--- config.mk ---
export PLATFORM = sky130hd
export DESIGN_NAME = uart_frame_timer
export DESIGN_NICKNAME = d
export VERILOG_FILES = /design/src/rtl/uft_pkg.sv /design/src/rtl/uft_frame_decode.sv /design/src/rtl/uft_baud_gen.sv /design/src/rtl/uft_rx_timeout.sv /design/src/rtl/uart_frame_timer.sv
export SDC_FILE = /design/constraint.sdc
export NUM_CORES = 1
export LEC_CHECK = 0
export ABC_AREA = 1
export ABC_CLOCK_PERIOD_IN_PS = 4940
export BUFFER_PORTS_ARGS = -buffer_cell sky130_fd_sc_hd__buf_2
export CORE_UTILIZATION = 24
export DETAILED_ROUTE_END_ITERATION = 10
export SYNTH_ARGS = -nofsm -noshare
export SYNTH_HDL_FRONTEND = slang
export SYNTH_SLANG_ARGS = --single-unit
--- constraint.sdc ---
create_clock -name clk -period 4.94 [get_ports clk]
set_input_delay 0.741 -clock clk [delete_from_list [all_inputs] [get_ports clk]]
set_output_delay 0.741 -clock clk [all_outputs]
set_load 0.01 [all_outputs]
--- src/rtl/uft_pkg.sv ---
// Shared types for the serial frame timer.
// Assumes that a character never exceeds 12 bits on the line.
package uft_pkg;

    typedef struct packed {
        logic [3:0] data_bits;
        logic       par_en;
        logic       par_odd;
        logic [1:0] stop_bits;
        logic [3:0] frame_bits;
    } frame_fmt_t;

    localparam int FRAME_MAX = 12;

endpackage

--- src/rtl/uft_frame_decode.sv ---
// Turns the format word into data length, parity, stop bits and total
// frame length. Purely combinational; the caller is assumed to hold
// mode_cfg stable while a character is in flight.
module uft_frame_decode
    import uft_pkg::*;
(
    input  logic [7:0]  mode_cfg,
    output frame_fmt_t  fmt
);

    // Decode each format field and sum up the frame length
    always_comb begin
        unique case (mode_cfg[2:1])
            2'b11:   fmt.data_bits = 4'd6;
            2'b10:   fmt.data_bits = 4'd7;
            default: fmt.data_bits = 4'd8;
        endcase
        fmt.par_en    = (mode_cfg[5:4] == 2'b00);
        fmt.par_odd   = (mode_cfg[5:3] == 3'b001);
        fmt.stop_bits = (mode_cfg[7:6] == 2'b11) ? 2'd1 : 2'd2;
        fmt.frame_bits = 4'd1 + fmt.data_bits + {3'b000, fmt.par_en}
                       + {2'b00, fmt.stop_bits};
    end

endmodule

--- src/rtl/uft_baud_gen.sv ---
// Bit-rate tick generator: an optional fixed prescaler, then a divide by
// brg_div, then a divide by (bdiv_cfg + 1). A brg_div below 2 stops the
// tick. Counters wrap on ">=" so that shrinking a divisor while running
// never leaves a counter stuck above its limit.
module uft_baud_gen #(
    parameter int BRG_W    = 16,
    parameter int DIV_W    = 8,
    parameter int PRESCALE = 8
) (
    input  logic             clk,
    input  logic             rst_n,
    input  logic             pre_sel,
    input  logic [BRG_W-1:0] brg_div,
    input  logic [DIV_W-1:0] bdiv_cfg,
    output logic             tick
);

    localparam int PRE_W = (PRESCALE > 1) ? $clog2(PRESCALE) : 1;

    logic [PRE_W-1:0] pre_cnt;
    logic             ref_en;
    logic [BRG_W-1:0] brg_cnt;
    logic [DIV_W-1:0] div_cnt;
    logic             brg_off;

    assign brg_off = (brg_div < BRG_W'(2));

    generate
        if (PRESCALE > 1) begin : g_pre
            // Free-running prescaler counter
            always_ff @(posedge clk) begin
                if (!rst_n) begin
                    pre_cnt <= '0;
                end else if (pre_cnt == PRE_W'(PRESCALE - 1)) begin
                    pre_cnt <= '0;
                end else begin
                    pre_cnt <= pre_cnt + 1'b1;
                end
            end
            assign ref_en = pre_sel ? (pre_cnt == PRE_W'(PRESCALE - 1)) : 1'b1;
        end else begin : g_nopre
            assign pre_cnt = '0;
            assign ref_en  = 1'b1;
        end
    endgenerate

    // Two-stage divide of the reference enable into the bit tick
    always_ff @(posedge clk) begin
        if (!rst_n || brg_off) begin
            brg_cnt <= '0;
            div_cnt <= '0;
            tick    <= 1'b0;
        end else begin
            tick <= 1'b0;
            if (ref_en) begin
                if (brg_cnt >= brg_div - 1'b1) begin
                    brg_cnt <= '0;
                    if (div_cnt >= bdiv_cfg) begin
                        div_cnt <= '0;
                        tick    <= 1'b1;
                    end else begin
                        div_cnt <= div_cnt + 1'b1;
                    end
                end else begin
                    brg_cnt <= brg_cnt + 1'b1;
                end
            end
        end
    end

endmodule

--- src/rtl/uft_rx_timeout.sv ---
// Receive-idle timer. A character strobe arms it with TO_MULT frame times
// counted in bit ticks; a restart strobe reloads it only while armed. On
// the last tick it emits a one-cycle pulse and goes idle. A strobe
// outranks a tick that arrives in the same cycle.
module uft_rx_timeout #(
    parameter int TO_MULT   = 4,
    parameter int FRAME_MAX = 12
) (
    input  logic       clk,
    input  logic       rst_n,
    input  logic       tick,
    input  logic       rx_char,
    input  logic       restart,
    input  logic [3:0] frame_bits,
    output logic       pulse
);

    localparam int CNT_W = $clog2(FRAME_MAX * TO_MULT + 1);

    logic [CNT_W-1:0] cnt;
    logic [CNT_W-1:0] load_val;
    logic             armed;

    assign load_val = CNT_W'(frame_bits) * CNT_W'(TO_MULT);

    // Load, count down on ticks, and fire once at the end
    always_ff @(posedge clk) begin
        if (!rst_n) begin
            cnt   <= '0;
            armed <= 1'b0;
            pulse <= 1'b0;
        end else if (rx_char || (restart && armed)) begin
            cnt   <= load_val;
            armed <= 1'b1;
            pulse <= 1'b0;
        end else if (armed && tick) begin
            if (cnt <= CNT_W'(1)) begin
                cnt   <= '0;
                armed <= 1'b0;
                pulse <= 1'b1;
            end else begin
                cnt   <= cnt - 1'b1;
                pulse <= 1'b0;
            end
        end else begin
            pulse <= 1'b0;
        end
    end

endmodule

--- src/rtl/uart_frame_timer.sv ---
// Top level: format decode, bit-rate tick and receive-idle timer.
// Assumes all configuration inputs come from registers in the same clock
// domain and that rx_char and to_restart are one-cycle strobes.
module uart_frame_timer
    import uft_pkg::*;
#(
    parameter int BRG_W    = 16,
    parameter int DIV_W    = 8,
    parameter int PRESCALE = 8,
    parameter int TO_MULT  = 4
) (
    input  logic             clk,
    input  logic             rst_n,
    input  logic [7:0]       mode_cfg,
    input  logic [BRG_W-1:0] brg_div,
    input  logic [DIV_W-1:0] bdiv_cfg,
    input  logic             rx_char,
    input  logic             to_restart,
    output logic             baud_tick,
    output logic [3:0]       data_bits,
    output logic             parity_en,
    output logic             parity_odd,
    output logic [1:0]       stop_bits,
    output logic [3:0]       frame_bits,
    output logic             timeout_pulse
);

    frame_fmt_t fmt;

    uft_frame_decode u_decode (
        .mode_cfg (mode_cfg),
        .fmt      (fmt)
    );

    uft_baud_gen #(
        .BRG_W    (BRG_W),
        .DIV_W    (DIV_W),
        .PRESCALE (PRESCALE)
    ) u_baud (
        .clk      (clk),
        .rst_n    (rst_n),
        .pre_sel  (mode_cfg[0]),
        .brg_div  (brg_div),
        .bdiv_cfg (bdiv_cfg),
        .tick     (baud_tick)
    );

    uft_rx_timeout #(
        .TO_MULT   (TO_MULT),
        .FRAME_MAX (FRAME_MAX)
    ) u_timeout (
        .clk        (clk),
        .rst_n      (rst_n),
        .tick       (baud_tick),
        .rx_char    (rx_char),
        .restart    (to_restart),
        .frame_bits (fmt.frame_bits),
        .pulse      (timeout_pulse)
    );

    assign data_bits  = fmt.data_bits;
    assign parity_en  = fmt.par_en;
    assign parity_odd = fmt.par_odd;
    assign stop_bits  = fmt.stop_bits;
    assign frame_bits = fmt.frame_bits;

endmodule

==> results of run 1 <==
-- cell families (layout without fill, tap and decap cells) --
family	count (synthesis)	count (layout)	synth area share (%)
AOI/OAI and AO/OA	38	38	7.179
xor gates and xnor gates	23	23	6.719
adders and majority gates	35	35	14.86
buffers and inverters	84	133	12.02
DFF	36	36	24.04
other	1	1	0.1251
and+or+nand+nor	208	208	35.06
-- metal layers --
layer	vias to the layer above	global-route usage, %
li1	1446	-
met1	1197	12.21
met2	38	18.21
met3	2	2.179
met4	0	1.053
met5	-	0
-- cell type report --
class | instances | area, um2
Clock buffer | 8 | 146.4
Fill cell | 1396 | 8584
Inverter | 77 | 292.8
Multi-Input combinational cell | 305 | 1917
Sequential cell | 36 | 720.7
Tap cell | 168 | 210.2
Timing Repair Buffer | 48 | 240.2
-- registers in the layout, summed over array words and instances, names as in the netlist --
name / cells
u_baud.brg_cnt: 16
u_baud.div_cnt: 8
u_timeout.cnt: 6
u_baud.pre_cnt: 3
u_baud.tick: 1
u_timeout.armed: 1
u_timeout.pulse: 1
-- placed cells by master, fill, tap and decap left out, types with 2 or more instances in the layout --
cell	instances
nor2_1	46
o21ai_1	2
buf_2	48
dfxtp_1	36
or2_2	2
nor2_4	3
nor3b_1	2
o21ai_0	9
nand2_1	79
xnor2_1	6
nand4_1	13
nand2_8	2
inv_1	75
a31oi_1	4
ha_1	34
nor2_2	11
nand3_2	4
a21oi_1	16
xor2_1	17
nor3_1	9
nand3b_1	2
a21oi_2	2
nand2_2	4
nand3_1	24
nor3_2	3
clkbuf_16	5
clkbuf_1	2
-- worst paths after layout --
| kind | startpoint | to | slack [ns] | depth (start not counted) |
|---|---|---|---|---|
| min reg2reg | u_baud.pre_cnt[0] | u_baud.pre_cnt[0] | 0.43 | 1 |
| min | u_baud.pre_cnt[0] | u_baud.pre_cnt[0] | 0.43 | 1 |
| max | mode_cfg[2] | frame_bits[2] | 1.91 | 11 |
| max reg2reg | u_baud.brg_cnt[3] | u_baud.div_cnt[3] | 2.97 | 12 |
-- cells in the mapped netlist (2+ instances only) --
cell      instances
nand3b_1          2
nand2_2           4
nor2_4            3
o21ai_1           2
xnor2_1           6
nand3_1          24
nor3_2            3
nand3_2           4
nor2_2           11
nand2_1          79
xor2_1           17
or2_2             2
a21oi_2           2
ha_1             34
nor3b_1           2
a31oi_1           4
nand2_8           2
buf_4             2
nor2_1           46
buf_6             3
nand4_1          13
inv_1            75
a21oi_1          16
nor3_1            9
dfxtp_1          36
o21ai_0           9
-- power by group through the flow --
stage / Combinational, mW / Clock, mW / Sequential [mW]
final: 0.114 / 0.312 / 0.305
after global routing: 0.133 / 0.334 / 0.306
after CTS: 0.116 / 0.322 / 0.305
after detailed placement: 0.116 / 0 / 0.312
after global placement: 0.113 / 0 / 0.311
after floorplan: 0.0820 / 0 / 0.310
-- per-stage QoR --
step	cells	setup slack [ns]	cell area (um2)	hold slack [ns]
3_5_place_dp	634	1.675	3381	0.4218
4_1_cts	642	1.874	3527	0.4298
5_1_grt	642	1.643	3527	0.4512
3_3_place_gp	634	1.818	3381	0.4044
2_1_floorplan	425	1.988	2998	0.3969
6_report	642	1.912	3527	0.4255
==> results.json, run 1 <==
{
  "status": "finished, final reports clean",
  "pwr-share-comb_pct": 15.6,
  "period_needed_ns": 3.028,
  "drtPass1Iterations": 4,
  "syn_inst": 425,
  "worstMarginPinSlew_ns": 0.6654,
  "die_y_um": 113.8,
  "cts.clk_slew.worst_paths_ns": 0.05,
  "hold_violations": 0,
  "ys.flop_type": "dfxtp_1",
  "wl_um": 6017,
  "drc": 0,
  "place_congestion": 0.8118,
  "switching_power_mw": 0.1844,
  "finalSetupTns_ns": 0,
  "cts-root-buf": "clkbuf_16",
  "synthToLayoutAreaGrowth_pct": 17.65,
  "antenna_found_initial": 0,
  "initial_utilization_pct": 24.75,
  "yosys-top-cells-area": "dfxtp_1 24%, ha_1 14%, nand2_1 9.9%, inv_1 9.4%, nor2_1 5.8%",
  "crit_fanout": 4,
  "synth_nets": 496,
  "p_sw_share_pct": 25.20,
  "dieArea_mm2": 0.01294,
  "cts_setup_buffers": 0,
  "synth_top_cell_by_area": "dfxtp_1",
  "synth.distinct_cells": 41,
  "synth_async_sr_flop_share_pct": 0,
  "max_cap_violations": 0,
  "cp_cell_sequence": "buf_2 > inv_1 > nor2_1 > inv_1 > ha_1 > inv_1 > ha_1 > inv_1 > fa_1 > xnor2_1 > buf_2",
  "fmax_mhz": 330.2,
  "clock_power_share_pct": 42.7,
  "drive_gt1_share_pct": 18.99,
  "met3_length_um": 206,
  "intPower_mw": 0.5474,
  "wl_met2_um": 2973,
  "cts-hold-fix-buffers": 0,
  "cts_max_level": 2,
  "hold_path.class": "register to register",
  "portBuffers": 48,
  "power_frac_seq_pct": 41.7,
  "overflow": 0,
  "critical_path_class": "input pin to output pin",
  "synth_area_per_cell_um2": 7.054,
  "ys_seq_area_share_pct": 24.04,
  "ys_warn_count": 0,
  "final_core_util_pct": 29.12,
  "maxUsedRoutingLayer": "met4",
  "cpPeakStageDelay_ns": 0.37,
  "cts_tree": "yes",
  "syn_area_mm2": 0.002998,
  "numCtsBuffers": 5,
  "ys_ff_latch": 36,
  "hpwl_um": 4978,
  "clock_sinks": 36,
  "rows": 40,
  "synth_top_area_share_pct": 24.04,
  "p_per_area_mw_per_mm2": 207.5,
  "grt_use_total_pct": 9.942,
  "leakagePower_nw": 1.705,
  "cts_buffer_depth": 2,
  "slew_headroom_pct": 55.64,
  "cts_resized": 0,
  "drt-met1-wl_um": 2823,
  "fin_skew_ns": 0.001862,
  "start_kind": "input pin",
  "cp-end-kind": "output pin",
  "critPathRequiredTime_ns": 4.20,
  "finalMaxSlewViolations": 0,
  "routed-via-count": 2683,
  "drtAntennaViolNets": 0,
  "die_x_um": 113.8,
  "synth-edff-count": 0,
  "finalPower_mw": 0.7318,
  "arrival_ns": 2.29,
  "crit_buf_inv": 6,
  "antenna_cells": 0,
  "min_period_over_period_pct": 61.30,
  "setup_viol": 0,
  "grt_pass1_vias": 2529,
  "grt_max_degree": 18,
  "ios": 50,
  "grt_pass1_wl_um": 10590,
  "path_delay_family": "adder cells",
  "critPathMostFrequentCell": "inv_1",
  "clkLatencyLatePin_ns": 0.27,
  "peakVddDrop_uv": 135.4,
  "dr.first_iter.drc_count": 93,
  "rsz0062_at_grt": "false",
  "fin_nets": 544,
  "wl_per_cell_um": 9.372,
  "via_per_inst": 4.179,
  "crit_slowest_cell": "fa_1",
  "coreArea_mm2": 0.01211
}
Note: power is estimated with default switching activity, not from simulation.
==> inputs of run 2 (changes only) <==
--- a/config.mk
+++ b/config.mk
@@ -6,7 +6,7 @@
 export NUM_CORES = 1
 export LEC_CHECK = 0
 export ABC_AREA = 1
-export ABC_CLOCK_PERIOD_IN_PS = 4940
+export ABC_CLOCK_PERIOD_IN_PS = 3130
 export BUFFER_PORTS_ARGS = -buffer_cell sky130_fd_sc_hd__buf_2
 export CORE_UTILIZATION = 24
 export DETAILED_ROUTE_END_ITERATION = 10
==> constraint.sdc (replaced) <==
create_clock -name clk -period 3.13 [get_ports clk]
set_input_delay 0.4695 -clock clk [delete_from_list [all_inputs] [get_ports clk]]
set_output_delay 0.4695 -clock clk [all_outputs]
set_load 0.01 [all_outputs]
==> run 2 against run 1 <==
  * Final cell count is the same
  * Clock power grew 59%
  * Global-route usage is essentially flat
  * Critical path depth grew 8
  * Critical path type is now input pin to register
  * Critical endpoint is now u_baud.div_cnt[3]
  * Largest power group unchanged
==> results.json, run 2 (same netlist as run 1, synthesis figures left out) <==
{
  "rows": 40,
  "power_frac_seq_pct": 41.6,
  "largest_register_ffs": 16,
  "grt_pass1_wl_um": 10520,
  "worstMarginPinSlew_ns": 0.6649,
  "slew_headroom_pct": 55.67,
  "fin_skew_ns": 0.002530,
  "cts_max_level": 2,
  "dr.first_iter.drc_count": 71,
  "status": "finished, final reports clean",
  "antenna_found_initial": 0,
  "synthToLayoutAreaGrowth_pct": 17.65,
  "cts-root-buf": "clkbuf_16",
  "cp-end-kind": "register",
  "clock_sinks": 36,
  "period_needed_ns": 2.666,
  "via_per_inst": 4.204,
  "die_y_um": 113.8,
  "cts_buffer_depth": 2,
  "hold_violations": 0,
  "drtAntennaViolNets": 0,
  "grt_use_total_pct": 9.975,
  "clock_power_share_pct": 42.8,
  "routed-via-count": 2699,
  "reg2reg_from": "u_baud.brg_cnt[3]",
  "drive_gt1_share_pct": 18.99,
  "critPathLaunch": "brg_div[0]",
  "switching_power_mw": 0.2934,
  "p_per_area_mw_per_mm2": 328.2,
  "hpwl_um": 4905,
  "drtPass1Iterations": 4,
  "dieArea_mm2": 0.01294,
  "dp.cells": 634,
  "finalSetupTns_ns": 0,
  "die_x_um": 113.8,
  "critPathRequiredTime_ns": 3.33,
  "drc": 0,
  "regToRegSetupSlack_ns": 1.15,
  "reg_top3": "u_baud.brg_cnt: 16 flops, u_baud.div_cnt: 8 flops, u_timeout.cnt: 6 flops",
  "grt_pass1_vias": 2488,
  "clkLatencyLatePin_ns": 0.27,
  "fmax_mhz": 375.1,
  "regMostFlops": "u_baud.brg_cnt",
  "overflow": 0,
  "cts-hold-fix-buffers": 0,
  "numCtsBuffers": 5,
  "peakVddDrop_uv": 175.1,
  "leakagePower_nw": 1.705,
  "mostFrequentLayoutCells": "79 x nand2_1, 75 x inv_1, 48 x buf_2",
  "min_period_over_period_pct": 85.17,
  "cts_resized": 0,
  "final_cells": 642,
  "intPower_mw": 0.8641,
  "grt_max_degree": 18,
  "portBuffers": 48,
  "hold_path.class": "register to register",
  "cts_setup_buffers": 0,
  "cts.clk_slew.worst_paths_ns": 0.05,
  "endpoint": "u_baud.div_cnt[3]",
  "pwr-share-comb_pct": 15.6,
  "layout_commonest_cell": "nand2_1",
  "arrival_ns": 2.86,
  "wl_um": 5931,
  "finalPower_mw": 1.158,
  "p_sw_share_pct": 25.35,
  "fin_nets": 544,
  "rsz0062_at_grt": "false",
  "ios": 50,
  "wl_per_cell_um": 9.238,
  "coreArea_mm2": 0.01211,
  "hold_start": "u_baud.pre_cnt[0]",
  "cts_tree": "yes",
  "critical_path_class": "input pin to register",
  "crit_fanout": 17,
  "place_congestion": 0.8118,
  "antenna_cells": 0,
  "finalMaxSlewViolations": 0,
  "setup_viol": 0,
  "start_kind": "input pin",
  "r2r-end": "u_baud.div_cnt[3]",
  "r2r_cells": 10,
  "max_cap_violations": 0,
  "initial_utilization_pct": 24.75
}
run 2: cell type report:
class                      count  area [um2]
sequential                    36       720.7
multi-input combinational    305        1917
timing repair buffer          48       240.2
fill                        1378        8584
inverter                      77       292.8
clock buffer                   8       146.4
tap                          168       210.2
run 2: worst max-delay path, stage by stage:
cell     delay, ns
buf_2         0.09
inv_1         0.11
ha_1          0.20
nand2_1       0.08
inv_1         0.07
nand2_1       0.11
nor2_1        0.14
nand2_1       0.08
nor2_1        0.11
xor2_1        0.15
inv_1         0.06
ha_1          0.26
nand2_1       0.10
o21ai_0       0.11
a21oi_2       0.17
nand2_4       0.11
nand2_8       0.12
nand2_8       0.12
o21ai_0       0.20
run 2: power by group through the flow:
stage,clock [mW],sequential [mW],combinational (mW)
floorplan,0,0.489,0.129
global placement,0,0.491,0.178
detailed placement,0,0.492,0.183
CTS,0.510,0.482,0.184
global route,0.533,0.483,0.210
finish,0.495,0.482,0.180
run 2: worst min-delay path by stage:
stage,slack [ns],cells after the start,endpoint
2_1_floorplan,0.40,1,u_baud.pre_cnt[0]
4_1_cts,0.43,1,u_baud.pre_cnt[0]
3_5_place_dp,0.42,1,u_baud.pre_cnt[0]
5_1_grt,0.45,1,u_baud.pre_cnt[0]
3_3_place_gp,0.40,1,u_baud.pre_cnt[0]
6_report,0.43,1,u_baud.pre_cnt[0]
run 2: metal layers:
metal / routed length (um) / share of wire [%] / up-vias / track usage (%)
met2: 2886 / 49 / 42 / 17.76
met4: 31 / 0.52 / 0 / 1.579
met5: 0 / 0 / - / 0
met3: 211 / 3.6 / 7 / 2.338
met1: 2802 / 47 / 1198 / 12.37
li1: - / - / 1452 / -
run 2: metrics by stage:
stage | utilization [%] | area [um2] | hold WS (ns) | setup slack, ns
global placement | 27.91 | 3381 | 0.4044 | 0.2791
detailed placement | 27.91 | 3381 | 0.4218 | 0.1379
global route | 29.12 | 3527 | 0.4512 | 0.1694
CTS | 29.12 | 3527 | 0.4296 | 0.4236
finish | 29.12 | 3527 | 0.4254 | 0.4643
floorplan | - | 2998 | 0.3969 | 0.5076
==> inputs of run 3 (changes only) <==
--- a/config.mk
+++ b/config.mk
@@ -8,7 +8,9 @@
 export ABC_AREA = 1
 export ABC_CLOCK_PERIOD_IN_PS = 3130
 export BUFFER_PORTS_ARGS = -buffer_cell sky130_fd_sc_hd__buf_2
+export CAP_MARGIN = 20
 export CORE_UTILIZATION = 24
+export CTS_BUF_LIST = sky130_fd_sc_hd__clkbuf_4 sky130_fd_sc_hd__clkbuf_8
 export DETAILED_ROUTE_END_ITERATION = 10
 export SYNTH_ARGS = -nofsm -noshare
 export SYNTH_HDL_FRONTEND = slang
==> run 3 against run 2 <==
  * Final cell count unchanged
  * Register-to-register slack is essentially flat
  * Setup slack better by 0.018 ns
  * Global-route usage grew 0.11 points
  * Combinational power hardly changed
  * Sequential power barely moved
  * Die area stayed put
  * Fmax increased by 0.68%
  * Via count shrank 0.63%
  * Utilization fell by 0.40 points
  * Clock power is 26% lower
  * Non-clock buffer count unchanged
  * Highest routed layer unchanged
==> results.json, run 3 (same netlist as run 1, synthesis figures left out) <==
{
  "status": "finished, final reports clean",
  "overflow": 0,
  "final_core_util_pct": 28.72,
  "numCtsBuffers": 5,
  "drive_gt1_share_pct": 19.41,
  "intPower_mw": 0.7431,
  "clock_power_share_pct": 35.8,
  "die_x_um": 113.8,
  "critPathLaunch": "brg_div[0]",
  "grt_pass1_wl_um": 10610,
  "drc": 0,
  "hpwl_um": 4905,
  "cts.clk_slew.worst_paths_ns": 0.07,
  "period_needed_ns": 2.648,
  "holdWs_ns": 0.4285,
  "critPathRequiredTime_ns": 3.34,
  "synthToLayoutAreaGrowth_pct": 16.03,
  "cpPeakStageDelay_ns": 0.26,
  "max_cap_violations": 0,
  "cts-hold-fix-buffers": 0,
  "clock_sinks": 36,
  "multi_input_area_mm2": 0.001917,
  "reg_top3": "u_baud.brg_cnt: 16 flops, u_baud.div_cnt: 8 flops, u_timeout.cnt: 6 flops",
  "portBuffers": 48,
  "setup_viol": 0,
  "cts_resized": 0,
  "finalPower_mw": 1.029,
  "antenna_found_initial": 0,
  "reg2reg_from": "u_baud.brg_cnt[3]",
  "layout_commonest_cell": "nand2_1",
  "p_per_area_mw_per_mm2": 295.9,
  "cts_setup_buffers": 0,
  "clkLatencyLatePin_ns": 0.29,
  "die_y_um": 113.8,
  "ios": 50,
  "arrival_ns": 2.86,
  "fmax_mhz": 377.7,
  "rows": 40,
  "dieArea_mm2": 0.01294,
  "antenna_cells": 0,
  "leakagePower_nw": 1.686,
  "cp_cell_sequence": "buf_2 > inv_1 > ha_1 > nand2_1 > inv_1 > nand2_1 > nor2_1 > nand2_1 > nor2_1 > xor2_1 > inv_1 > ha_1 > nand2_1 > o21ai_0 > a21oi_2 > nand2_4 > nand2_8 > nand2_8 > o21ai_0",
  "min_period_over_period_pct": 84.60,
  "cts_max_level": 2,
  "regMostFlops": "u_baud.brg_cnt",
  "crit_buf_inv": 4,
  "cp-end-kind": "register",
  "fin_skew_ns": 0.003595,
  "pwr-share-comb_pct": 17.5,
  "peakVddDrop_uv": 145.1,
  "start_kind": "input pin",
  "dpl_worst_slack_ns": 0.1379,
  "switching_power_mw": 0.2862,
  "cts-root-buf": "clkbuf_8",
  "hold_start": "u_baud.pre_cnt[0]",
  "setup_ws_ns": 0.4822,
  "rsz0062_at_grt": "false",
  "grt_use_total_pct": 10.09,
  "dr.first_iter.drc_count": 66,
  "fin_nets": 544,
  "coreArea_mm2": 0.01211,
  "wl_um": 6027,
  "path_delay_family": "simple AND/OR/NAND/NOR gates",
  "seqCellArea_um2": 720.7,
  "hold_path.class": "register to register",
  "initial_utilization_pct": 24.75,
  "drtPass1Iterations": 4,
  "crit_fanout": 17,
  "drtAntennaViolNets": 0,
  "wl_per_cell_um": 9.388,
  "routed-via-count": 2682,
  "p_sw_share_pct": 27.81,
  "grt_pass1_vias": 2494,
  "via_per_inst": 4.178,
  "hold_violations": 0,
  "fillers": 1386,
  "crit_slowest_cell": "ha_1",
  "largest_register_ffs": 16,
  "critPathMostFrequentCell": "nand2_1",
  "critical_path_class": "input pin to register",
  "grt_max_degree": 18,
  "cts_tree": "yes",
  "power_frac_seq_pct": 46.7,
  "worstMarginPinSlew_ns": 0.6660,
  "place_congestion": 0.8118,
  "cts_buffer_depth": 2,
  "mostFrequentLayoutCells": "79 x nand2_1, 75 x inv_1, 48 x buf_2",
  "slew_headroom_pct": 55.60,
  "finalSetupTns_ns": 0,
  "finalMaxSlewViolations": 0
}
-- run 3: layout make-up --
| type | count | area share, % |
|---|---|---|
| Sequential cell | 36 | 20.72 |
| Clock buffer | 8 | 2.806 |
| Multi-Input combinational cell | 305 | 55.11 |
| Tap cell | 168 | 6.043 |
| Inverter | 77 | 8.417 |
| Timing Repair Buffer | 48 | 6.906 |
-- run 3: worst register-to-register path, cell delays in order, from the launching register on --
cell     delay [ns]
dfxtp_1        0.59
ha_1           0.34
a21oi_1        0.16
nand2_1        0.06
nand2_1        0.05
nand2_1        0.09
nand2_2        0.09
nand2_4        0.09
nand2_8        0.12
nand2_8        0.12
o21ai_0        0.20
-- run 3: final timing paths --
kind | endpoint | slack, ns | depth (start not counted)
min | u_baud.pre_cnt[0] | 0.43 | 1
max reg2reg | u_baud.div_cnt[3] | 1.15 | 10
min reg2reg | u_baud.pre_cnt[0] | 0.43 | 1
max | u_baud.div_cnt[3] | 0.48 | 19
-- run 3: metal layers --
metal | part of all wire [%] | global-route usage, % | wire length, um
met1 | 47 | 12.23 | 2824
met3 | 3.4 | 2.338 | 203
met5 | 0 | 0 | 0
met4 | 0.50 | 1.842 | 30
met2 | 49 | 18.21 | 2967
-- run 3: metrics by stage --
step | area (um2) | cells
global placement | 3381 | 634
CTS | 3478 | 642
floorplan | 2998 | 425
finish | 3478 | 642
global route | 3478 | 642
detailed placement | 3381 | 634
-- run 3: power by group through the flow --
stage          registers, mW  clock network (mW)  logic, mW
2_1_floorplan          0.489                   0      0.129
3_3_place_gp           0.491                   0      0.178
3_5_place_dp           0.492                   0      0.183
4_1_cts                0.481               0.374      0.184
5_1_grt                0.483               0.396      0.210
6_report               0.481               0.368      0.180
